[src/rtl/iws_pkg.sv]
package iws_pkg;
  localparam int WORD_W     = 18;
  localparam int OP_W       = 5;
  localparam int SLOTS      = 4;
  localparam int SLOT_IDX_W = $clog2(SLOTS);
  localparam int TAIL_W     = WORD_W - OP_W * (SLOTS - 1);

  localparam logic [OP_W-1:0] OP_RET  = 5'd0;
  localparam logic [OP_W-1:0] OP_EXEC = 5'd1;
  localparam logic [OP_W-1:0] OP_JUMP = 5'd2;
  localparam logic [OP_W-1:0] OP_CALL = 5'd3;
  localparam logic [OP_W-1:0] OP_LOOP = 5'd4;
  localparam logic [OP_W-1:0] OP_BRZ  = 5'd6;
  localparam logic [OP_W-1:0] OP_BRNN = 5'd7;
  localparam logic [OP_W-1:0] OP_LIT  = 5'd8;

  typedef enum logic [2:0] {
    ACT_NEXT,    // plain opcode: advance slot
    ACT_TO_R,    // load counter from return value
    ACT_SPLICE,  // load counter from spliced target
    ACT_SKIP,    // drop rest of word, fetch at counter
    ACT_LOOP,    // restart slot 0, no fetch
    ACT_LIT      // fetch literal data
  } act_t;

  typedef enum logic [1:0] {
    ST_FETCH,
    ST_LIT,
    ST_ISSUE
  } state_t;
endpackage

[src/rtl/iws_slot_extract.sv]
module iws_slot_extract
  import iws_pkg::*;
(
  input  logic [WORD_W-1:0]     word,
  input  logic [SLOT_IDX_W-1:0] sel,
  output logic [OP_W-1:0]       op
);
  logic [OP_W-1:0] ops [SLOTS];

  genvar k;
  generate
    for (k = 0; k < SLOTS - 1; k++) begin : g_full
      assign ops[k] = word[WORD_W-1-OP_W*k -: OP_W];
    end
  endgenerate

  assign ops[SLOTS-1] = {word[TAIL_W-1:0], {(OP_W-TAIL_W){1'b0}}};
  assign op = ops[sel];
endmodule

[src/rtl/iws_pc_unit.sv]
module iws_pc_unit
  import iws_pkg::*;
#(
  parameter int PC_W   = 10,
  parameter int RGN_W  = 7,
  parameter int IO_BIT = 8
) (
  input  logic [PC_W-1:0]       p,
  input  logic [PC_W-1:0]       low_word,
  input  logic [SLOT_IDX_W-1:0] sel,
  output logic [PC_W-1:0]       p_inc,
  output logic [PC_W-1:0]       p_tgt
);
  logic [RGN_W-1:0] rgn_next;
  logic [PC_W-1:0]  tgt [SLOTS];

  assign rgn_next = p[RGN_W-1:0] + 1'b1;
  assign p_inc    = p[IO_BIT] ? p : {p[PC_W-1:RGN_W], rgn_next};

  genvar k;
  generate
    for (k = 0; k < SLOTS - 1; k++) begin : g_splice
      localparam int N = WORD_W - OP_W * (k + 1);
      localparam logic [PC_W-1:0] MASK =
        (N >= PC_W) ? {PC_W{1'b1}} : PC_W'((1 << N) - 1);
      assign tgt[k] = (p & ~MASK) | (low_word & MASK);
    end
  endgenerate

  assign tgt[SLOTS-1] = p;
  assign p_tgt = tgt[sel];
endmodule

[src/rtl/iws_branch_eval.sv]
module iws_branch_eval
  import iws_pkg::*;
(
  input  logic [OP_W-1:0] op,
  input  logic            t_zero,
  input  logic            t_neg,
  input  logic            r_nonzero,
  output act_t            act
);
  always_comb begin
    unique case (op)
      OP_RET, OP_EXEC: act = ACT_TO_R;
      OP_JUMP, OP_CALL: act = ACT_SPLICE;
      OP_BRZ:  act = t_zero ? ACT_SPLICE : ACT_SKIP;
      OP_BRNN: act = t_neg ? ACT_SKIP : ACT_SPLICE;
      OP_LOOP: act = r_nonzero ? ACT_LOOP : ACT_NEXT;
      OP_LIT:  act = ACT_LIT;
      default: act = ACT_NEXT;
    endcase
  end
endmodule

[src/rtl/iws_sequencer.sv]
module iws_sequencer
  import iws_pkg::*;
#(
  parameter int              PC_W     = 10,
  parameter int              RGN_W    = 7,
  parameter int              IO_BIT   = 8,
  parameter logic [PC_W-1:0] RESET_PC = 10'h0AA
) (
  input  logic                  clk,
  input  logic                  rst,
  input  logic [WORD_W-1:0]     fetch_word,
  input  logic                  fetch_valid,
  input  logic [WORD_W-1:0]     r_in,
  input  logic [WORD_W-1:0]     t_in,
  output logic                  fetch_req,
  output logic [PC_W-1:0]       fetch_addr,
  output logic                  fetch_is_data,
  output logic                  op_valid,
  output logic [OP_W-1:0]       opcode,
  output logic [SLOT_IDX_W-1:0] slot,
  output logic                  branch_taken
);
  localparam logic [SLOT_IDX_W-1:0] LAST = SLOT_IDX_W'(SLOTS - 1);

  state_t                state_q;
  logic [PC_W-1:0]       p_q;
  logic [WORD_W-1:0]     word_q;
  logic [SLOT_IDX_W-1:0] slot_q;
  logic                  br_q;

  logic [OP_W-1:0] cur_op;
  logic [PC_W-1:0] p_inc, p_tgt;
  act_t            act;

  iws_slot_extract u_extract (
    .word (word_q),
    .sel  (slot_q),
    .op   (cur_op)
  );

  iws_pc_unit #(.PC_W(PC_W), .RGN_W(RGN_W), .IO_BIT(IO_BIT)) u_pc (
    .p        (p_q),
    .low_word (word_q[PC_W-1:0]),
    .sel      (slot_q),
    .p_inc    (p_inc),
    .p_tgt    (p_tgt)
  );

  iws_branch_eval u_eval (
    .op        (cur_op),
    .t_zero    (t_in == '0),
    .t_neg     (t_in[WORD_W-1]),
    .r_nonzero (r_in != '0),
    .act       (act)
  );

  always_ff @(posedge clk) begin
    if (rst) begin
      state_q <= ST_FETCH;
      p_q     <= RESET_PC;
      word_q  <= '0;
      slot_q  <= '0;
      br_q    <= 1'b0;
    end else begin
      br_q <= 1'b0;
      unique case (state_q)
        ST_FETCH: begin
          if (fetch_valid) begin
            word_q  <= fetch_word;
            slot_q  <= '0;
            p_q     <= p_inc;
            state_q <= ST_ISSUE;
          end
        end
        ST_LIT: begin
          if (fetch_valid) begin
            p_q <= p_inc;
            if (slot_q == LAST) begin
              state_q <= ST_FETCH;
            end else begin
              slot_q  <= slot_q + 1'b1;
              state_q <= ST_ISSUE;
            end
          end
        end
        default: begin
          unique case (act)
            ACT_TO_R: begin
              p_q     <= r_in[PC_W-1:0];
              br_q    <= 1'b1;
              state_q <= ST_FETCH;
            end
            ACT_SPLICE: begin
              p_q     <= p_tgt;
              br_q    <= 1'b1;
              state_q <= ST_FETCH;
            end
            ACT_SKIP: state_q <= ST_FETCH;
            ACT_LOOP: slot_q  <= '0;
            ACT_LIT:  state_q <= ST_LIT;
            default: begin
              if (slot_q == LAST) state_q <= ST_FETCH;
              else                slot_q  <= slot_q + 1'b1;
            end
          endcase
        end
      endcase
    end
  end

  assign fetch_req     = (state_q != ST_ISSUE);
  assign fetch_is_data = (state_q == ST_LIT);
  assign fetch_addr    = p_q;
  assign op_valid      = (state_q == ST_ISSUE);
  assign opcode        = cur_op;
  assign slot          = slot_q;
  assign branch_taken  = br_q;

  // first cycle out of reset is an instruction fetch at the reset address
  p_reset_fetch_r1: assert property (@(posedge clk) disable iff (rst)
    $past(rst) |-> (fetch_req && !fetch_is_data && fetch_addr == RESET_PC && !branch_taken));

  // a plain opcode in the last slot is followed by a word fetch
  p_last_slot_fetch_r2: assert property (@(posedge clk) disable iff (rst)
    (op_valid && slot == LAST && opcode != OP_LIT && opcode != OP_RET &&
     !(opcode == OP_LOOP && r_in != '0)) |=> (fetch_req && !fetch_is_data));

  // an unanswered request holds its address and kind
  p_hold_req_r3: assert property (@(posedge clk) disable iff (rst)
    (fetch_req && !fetch_valid) |=>
      (fetch_req && $stable(fetch_addr) && $stable(fetch_is_data)));

  // fetches in the I/O area leave the counter unchanged
  p_io_hold_r4: assert property (@(posedge clk) disable iff (rst)
    (fetch_req && fetch_valid && fetch_addr[IO_BIT]) |=> (fetch_addr == $past(fetch_addr)));

  // a loop with non-zero count restarts slot 0 without a fetch
  p_loop_restart_r8: assert property (@(posedge clk) disable iff (rst)
    (op_valid && opcode == OP_LOOP && r_in != '0) |=> (op_valid && slot == '0));

  // a taken flag always coincides with a pending instruction fetch
  p_taken_fetch_r10: assert property (@(posedge clk) disable iff (rst)
    branch_taken |-> (fetch_req && !fetch_is_data));
endmodule

[config.mk]
export PLATFORM = sky130hd
export DESIGN_NAME = iws_sequencer
export DESIGN_NICKNAME = d
export VERILOG_FILES = /design/src/rtl/iws_pkg.sv /design/src/rtl/iws_slot_extract.sv /design/src/rtl/iws_pc_unit.sv /design/src/rtl/iws_branch_eval.sv /design/src/rtl/iws_sequencer.sv
export SDC_FILE = /design/constraint.sdc
export NUM_CORES = 1
export LEC_CHECK = 0
export CORE_MARGIN = 2
export CORE_UTILIZATION = 47
export DETAILED_ROUTE_END_ITERATION = 10
export MAX_ROUTING_LAYER = met4
export PLACE_DENSITY_LB_ADDON = 0.08
export SLEW_MARGIN = 25
export SYNTH_ARGS = -nofsm -noshare
export SYNTH_HDL_FRONTEND = slang
export SYNTH_HIERARCHICAL = 1
export SYNTH_SLANG_ARGS = --single-unit
[constraint.sdc]
create_clock -name clk -period 8.6 [get_ports clk]
set_input_delay 2.15 -clock clk [delete_from_list [all_inputs] [get_ports clk]]
set_output_delay 2.15 -clock clk [all_outputs]
set_load 0.005 [all_outputs]
==> run metrics, run 1 <==
first-pass GRT wire length=9.156 mm; most common cell after layout, fill and taps aside=clkdlybuf4s50_1; Via density=5.618; Post-synth EDFFs=0; met1 Use GR=just over 30%; hold_ws=~0.46 ns; initial core utilization=49.86%; final net count=~370; slew at the pin with the worst max-slew slack=0.7923 ns; maximum VDD drop=0.1036 mV; Worst Path Max Fanout=10; initial antenna violation count=0; # fillers=344; top_reg_cell synth=dfxtp_1; height of the die=69.61 um; Top cell by count, worst path=or4_1; Tmin final=5.056 ns; Routed WL per cell=15.18 um; Root Buffer=clkbuf_8; P per Cell Area=179.5 nW/um^2; syn_area_per_cell=8.292 sq um; period utilization=around three fifths; ANT cells=0; post-synth cell types=44; Hold Path Class=register to register; layout cells sized above 1=between 7 and 8%; post-DP HPWL=4.023 mm; setup TNS=0 ns; Leak Pwr=between 0.001 and 0.0015 uW; element type at the critical path end=register; Yosys reg bits=33; clock skew=roughly 0.0079 ns; DRC viols=0; RSZ-0062 raised after global routing=false; dpl cell area=between 2000 and 3000 sq um; Crit Path Class=primary input to register; most frequent cells in the layout=clkdlybuf4s50_1 (77), nand2_1 (48), dfxtp_1 (32); asr flop ratio synth=0%; Worst Setup SP=r_in[2]; top cell family by delay on the critical path=simple AND/OR/NAND/NOR gates; area of the core=4058 sq um; row cnt=23; fin. max-slew vios=0; Cells after DPL=353; fmax=197.8 MHz; Post-CTS Setup Inserts=0; I/O pin total=78; DR vias=2028; maximum number of pins on one net before global-route repair=34; Post-Syn Nets=a little over 300; CP max stage delay=0.68 ns; area leader, netlist=dfxtp_1; routability cong.=between 0.8 and 0.9; Worst-Skew Late Latency=0.29 ns; met3 Use GR=6.541%; die width=around 70 um; Hold-fix buffers, CTS=0; DRT iter0 DRCs=186; min-delay src=word_q[16]$_SDFFE_PP0P_; Final Setup Violations=0; CTS buffer count=5; final hold vios=0; IO Port Bufs=77; Ys Warns=6; Global Route met2 Usage=37.39%; fin cells=approximately 360; GR peak layer=met2; MaxCap Viol Count=0; vias in the first global route=1905; outcome=finished clean; CP Cell Sequence=clkdlybuf4s50_1 > or4_1 > or4_1 > a21oi_1 > nor4_2 > or3b_1 > mux2i_1 > a211oi_1 > a211o_1; gr usage total=23.99%; Worst EP arrival=5.23 ns; die area=4846 sq um; startpoint types=primary input; mapped cell area=2023 sq um; total chip power=approximately 520 uW; sequential element share of the synthesized area=32.65%; Resize count post-CTS=0; area grow syn2layout=43.04%; Post-Synthesis Cells=approximately 240; drt first pass iters=5; Remaining Overflow, GRT=0; clock sinks=33; WP buf/inv=1; design area=2894 sq um; Clock H-tree levels=2; Slew HR=47.11%; Final ANT Viol Nets=0; ranking of synthesized cells by area=dfxtp_1 (33%), nand2_1 (8.9%), a21oi_1 (6.4%), mux2i_1 (5.4%), a211o_1 (3.9%); total length of routed wires=5.479 mm; CTS tree=yes; Req. time, crit path=between 8 and 9 ns; Slowest-stage cell, CP=or3b_1; Clock transition at path regs=0.07 ns; Clock Tree Buf Depth=2; Critical R2R Launch=slot[0]$_SDFFE_PP0P_; post-synth top area share=32.65%
==> Yosys cell counts (2+ instances only) <==
| cell | instances |
|---|---|
| nand2_1 | 48 |
| dfxtp_1 | 33 |
| a21oi_1 | 26 |
| nor2_1 | 13 |
| mux2i_1 | 11 |
| a211o_1 | 9 |
| clkbuf_1 | 7 |
| mux2_2 | 7 |
| nor4_1 | 7 |
| nand3_1 | 6 |
| buf_4 | 5 |
| inv_1 | 5 |
| mux2_1 | 5 |
| nand2b_1 | 5 |
| nor2b_1 | 5 |
| o21ai_0 | 5 |
| xnor2_1 | 5 |
| a211oi_1 | 4 |
| buf_2 | 4 |
| mux4_2 | 3 |
| or4_1 | 3 |
| a41oi_1 | 2 |
| and4b_1 | 2 |
| buf_6 | 2 |
| o22ai_1 | 2 |
| xor2_1 | 2 |
==> path summary, 6_finish.rpt <==
check,cells past startpoint,slack (ns),to
setup / recovery,9,3.54,fetch_addr[7]$_SDFFE_PP1P_
hold / removal,2,0.46,word_q[16]$_SDFFE_PP0P_
setup reg to reg,8,5.07,fetch_addr[7]$_SDFFE_PP1P_
hold reg to reg,2,0.46,word_q[16]$_SDFFE_PP0P_
==> cell families (layout without fill, tap and decap cells) <==
logic type / Yosys count / in the layout / synth area share [%]
DFF: 33 / 33 / 32.65
and+or+nand+nor: 97 / 97 / 23.50
xor gates and xnor gates: 7 / 7 / 3.030
muxes: 26 / 26 / 15.46
buffers and inverters: 24 / 91 / 6.432
adders and majority gates: 1 / 1 / 0.6183
AOI/OAI and AO/OA: 56 / 56 / 18.31
==> metal layers <==
| metal | vias up | routed length (um) |
|---|---|---|
| li1 | 1010 | - |
| met1 | 926 | 2424 |
| met2 | 88 | 2544 |
| met3 | 4 | 470 |
| met4 | 0 | 40 |
| met5 | - | 0 |
==> final cells by class <==
cell class / count / area [sq um] / area share, %
multi-input combinational: 187 / 1239 / 42.80
clock inverter: 3 / 65.06 / 2.248
tap: 50 / 62.56 / 2.162
timing repair buffer: 78 / 778.2 / 26.89
sequential: 33 / 661.9 / 22.87
inverter: 5 / 18.77 / 0.6485
clock buffer: 5 / 68.82 / 2.378
==> power by group <==
part / switching, uW / internal [uW] / total, uW / leakage [uW]
registers: 26.3 / 169 / 195 / 0.000271
clock network: 59.9 / 115 / 175 / 0.0000681
logic: 62.0 / 87.2 / 149 / 0.000763
==> worst register-to-register path, cell delays in order (launching register included) <==
cell and delay [ns]:
dfxtp_1 0.72, mux4_2 0.65, nor2b_1 0.22, a21oi_1 0.12, nor4_2 0.46, or3b_1 0.59, mux2i_1 0.27, a211oi_1 0.10
a211o_1 0.29
==> per-stage QoR <==
stage	utilization, %	worst slack [ns]
5_1_grt	71.32	3.383
3_3_place_gp	67.84	3.326
2_1_floorplan	-	4.100
4_1_cts	71.14	3.537
6_report	71.32	3.544
3_5_place_dp	67.84	3.252
==> registers in the layout, summed over array words and instances (netlist names) <==
register,flops
state_q,2
word_q,18
branch_taken,1
slot,2
fetch_addr,10
Note: power is estimated with default switching activity, not from simulation.
==> inputs of run 2 (changes only) <==
Settings changed: CORE_UTILIZATION 47 to 40.
Clock period 8.6 ns to 4.6 ns, I/O delays scaled along.
==> run 2 against run 1 <==
Power increased by 78%. Worst setup slack worse by 3.0 ns. Clock skew fell by 0.0023 ns. Flip-flop and latch count is the same. Utilization fell by 11 points. Critical path type unchanged.
==> run metrics, run 2 (synthesized netlist as in run 1, its figures left out) <==
first-pass GRT wire length=9.004 mm (-1.7%); Hold-fix buffers, CTS=0 (unchanged); dpl cell area=2788 sq um (+1.3%); startpoint types=primary input; Root Buffer=clkbuf_8; Clock H-tree levels=2 (unchanged); final net count=369 (+0.27%); P per Cell Area=317.6 nW/um^2 (+77%); most common cell after layout, fill and taps aside=clkdlybuf4s50_1; Remaining Overflow, GRT=0 (unchanged); CTS buffer count=5 (unchanged); Resize count post-CTS=0 (unchanged); number of flip-flops in the largest register=18 (unchanged); Routed WL per cell=14.87 um (-2.0%); DR vias=1991 (-1.8%); maximum VDD drop=0.1847 mV (+78%); Final ANT Viol Nets=0 (unchanged); gr usage total=21.50% (-2.5 points); CTS tree=yes; IO Port Bufs=77 (unchanged); Clock transition at path regs=0.08 ns (about the same); drt first pass iters=4 (-1); Leak Pwr=0.001094 uW (-0.76%); design area=2904 sq um (+0.35%); initial antenna violation count=0 (unchanged); post-DP HPWL=4.196 mm (+4.3%); total length of routed wires=5.637 mm (+2.9%); Hold Path Class=register to register; vias in the first global route=1867 (-2.0%); Via density=5.253 (-6.5%); Final Setup Violations=0 (unchanged); layout cells sized above 1=8.013% (+0.30 points); DRC viols=0 (unchanged); die width=75.12 um (+7.9%); ANT cells=0 (unchanged); initial core utilization=42.27% (-7.6 points); Req. time, crit path=4.78 ns (-3.99 ns); period utilization=between 80% and 90%; MaxCap Viol Count=0 (unchanged); Clock Tree Buf Depth=2 (unchanged); Tmin final=4.008 ns; Largest Register=word_q; element type at the critical path end=register; I/O pin total=78 (unchanged); area grow syn2layout=43.54%; clock skew=0.005612 ns (-0.002323 ns); most frequent cells in the layout=clkdlybuf4s50_1 (77), nand2_1 (48), dfxtp_1 (32); maximum number of pins on one net before global-route repair=34 (unchanged); row cnt=25 (+8.7%); clock sinks=33 (unchanged); Post-CTS Setup Inserts=0 (unchanged); Worst Path Max Fanout=10 (unchanged); fmax=249.5 MHz; setup TNS=0 ns (unchanged); final hold vios=0 (unchanged); outcome=finished clean; area of the core=4786 sq um (+18%); die area=5643 sq um (+16%); Crit Path Class=primary input to register; routability cong.=0.8459 (+0.91%); Worst-Skew Late Latency=0.28 ns (about the same); RSZ-0062 raised after global routing=false; Slew HR=50.82% (+3.7 points); Worst EP arrival=4.19 ns (-1.04 ns); DRT iter0 DRCs=101 (-46%); slew at the pin with the worst max-slew slack=0.7362 ns (-0.05618 ns); fin. max-slew vios=0 (unchanged); height of the die=75.12 um (+7.9%)
==> run 2: area by class of cell <==
cell class / instances / area, sq um
clock inverters: 3 / 46.29
flip-flops and latches: 33 / 661.9
well taps: 67 / 83.83
multi-input cells: 187 / 1239
inverters: 5 / 18.77
repair buffers: 79 / 785.8
fillers: 444 / 1882
clock buffers: 5 / 68.82
==> run 2: final timing paths <==
kind / start / to / slack [ns] / cells after the start
hold / removal: word_q[12]$_SDFFE_PP0P_ / word_q[12]$_SDFFE_PP0P_ / 0.46 / 2
hold reg to reg: word_q[12]$_SDFFE_PP0P_ / word_q[12]$_SDFFE_PP0P_ / 0.46 / 2
setup / recovery: r_in[2] / fetch_addr[3]$_SDFFE_PP1P_ / 0.59 / 9
setup reg to reg: slot[0]$_SDFFE_PP0P_ / fetch_addr[3]$_SDFFE_PP1P_ / 1.13 / 6
==> run 2: critical path, cell delays in order <==
cell and delay (ns):
clkdlybuf4s50_1 0.41, or4_1 0.53, or4_1 0.50, a21oi_1 0.18, nor4_2 0.10, or3b_1 0.67, mux2i_1 0.25, a211oi_1 0.10
a211o_1 0.29
==> run 2: per-stage QoR <==
step / worst slack [ns] / hold WS, ns / power (uW) / cells / utilization, %
floorplan: 1.100 / 0.4333 / 524.7 / 244 / -
global placement: 0.3025 / 0.4421 / 645.0 / 371 / 58.12
detailed placement: 0.2972 / 0.4477 / 649.1 / 371 / 58.25
CTS: 0.5982 / 0.4581 / 927.7 / 379 / 60.65
global route: 0.4445 / 0.4814 / 976.0 / 379 / 60.68
finish: 0.5921 / 0.4569 / 922.3 / 379 / 60.68
==> run 2: where the power goes <==
group          switching [uW]  internal (uW)
Combinational             117            163
Sequential               46.8            316
Clock                     118            162
==> run 2: metal layers <==
layer  vias to the layer above  track usage, %  routed length (um)
met5                         -               -                   0
met4                         0           6.151                  51
met1                       917           27.44                2535
met2                        65           34.80                2700
met3                         4           3.882                 350
li1                       1005               -                   -
==> inputs of run 3 (changes only) <==
Settings changed: ABC_CLOCK_PERIOD_IN_PS set to 4600.
==> results of run 3 <==
Same layout as run 2: the final DEF is identical, and so are final timing and power.
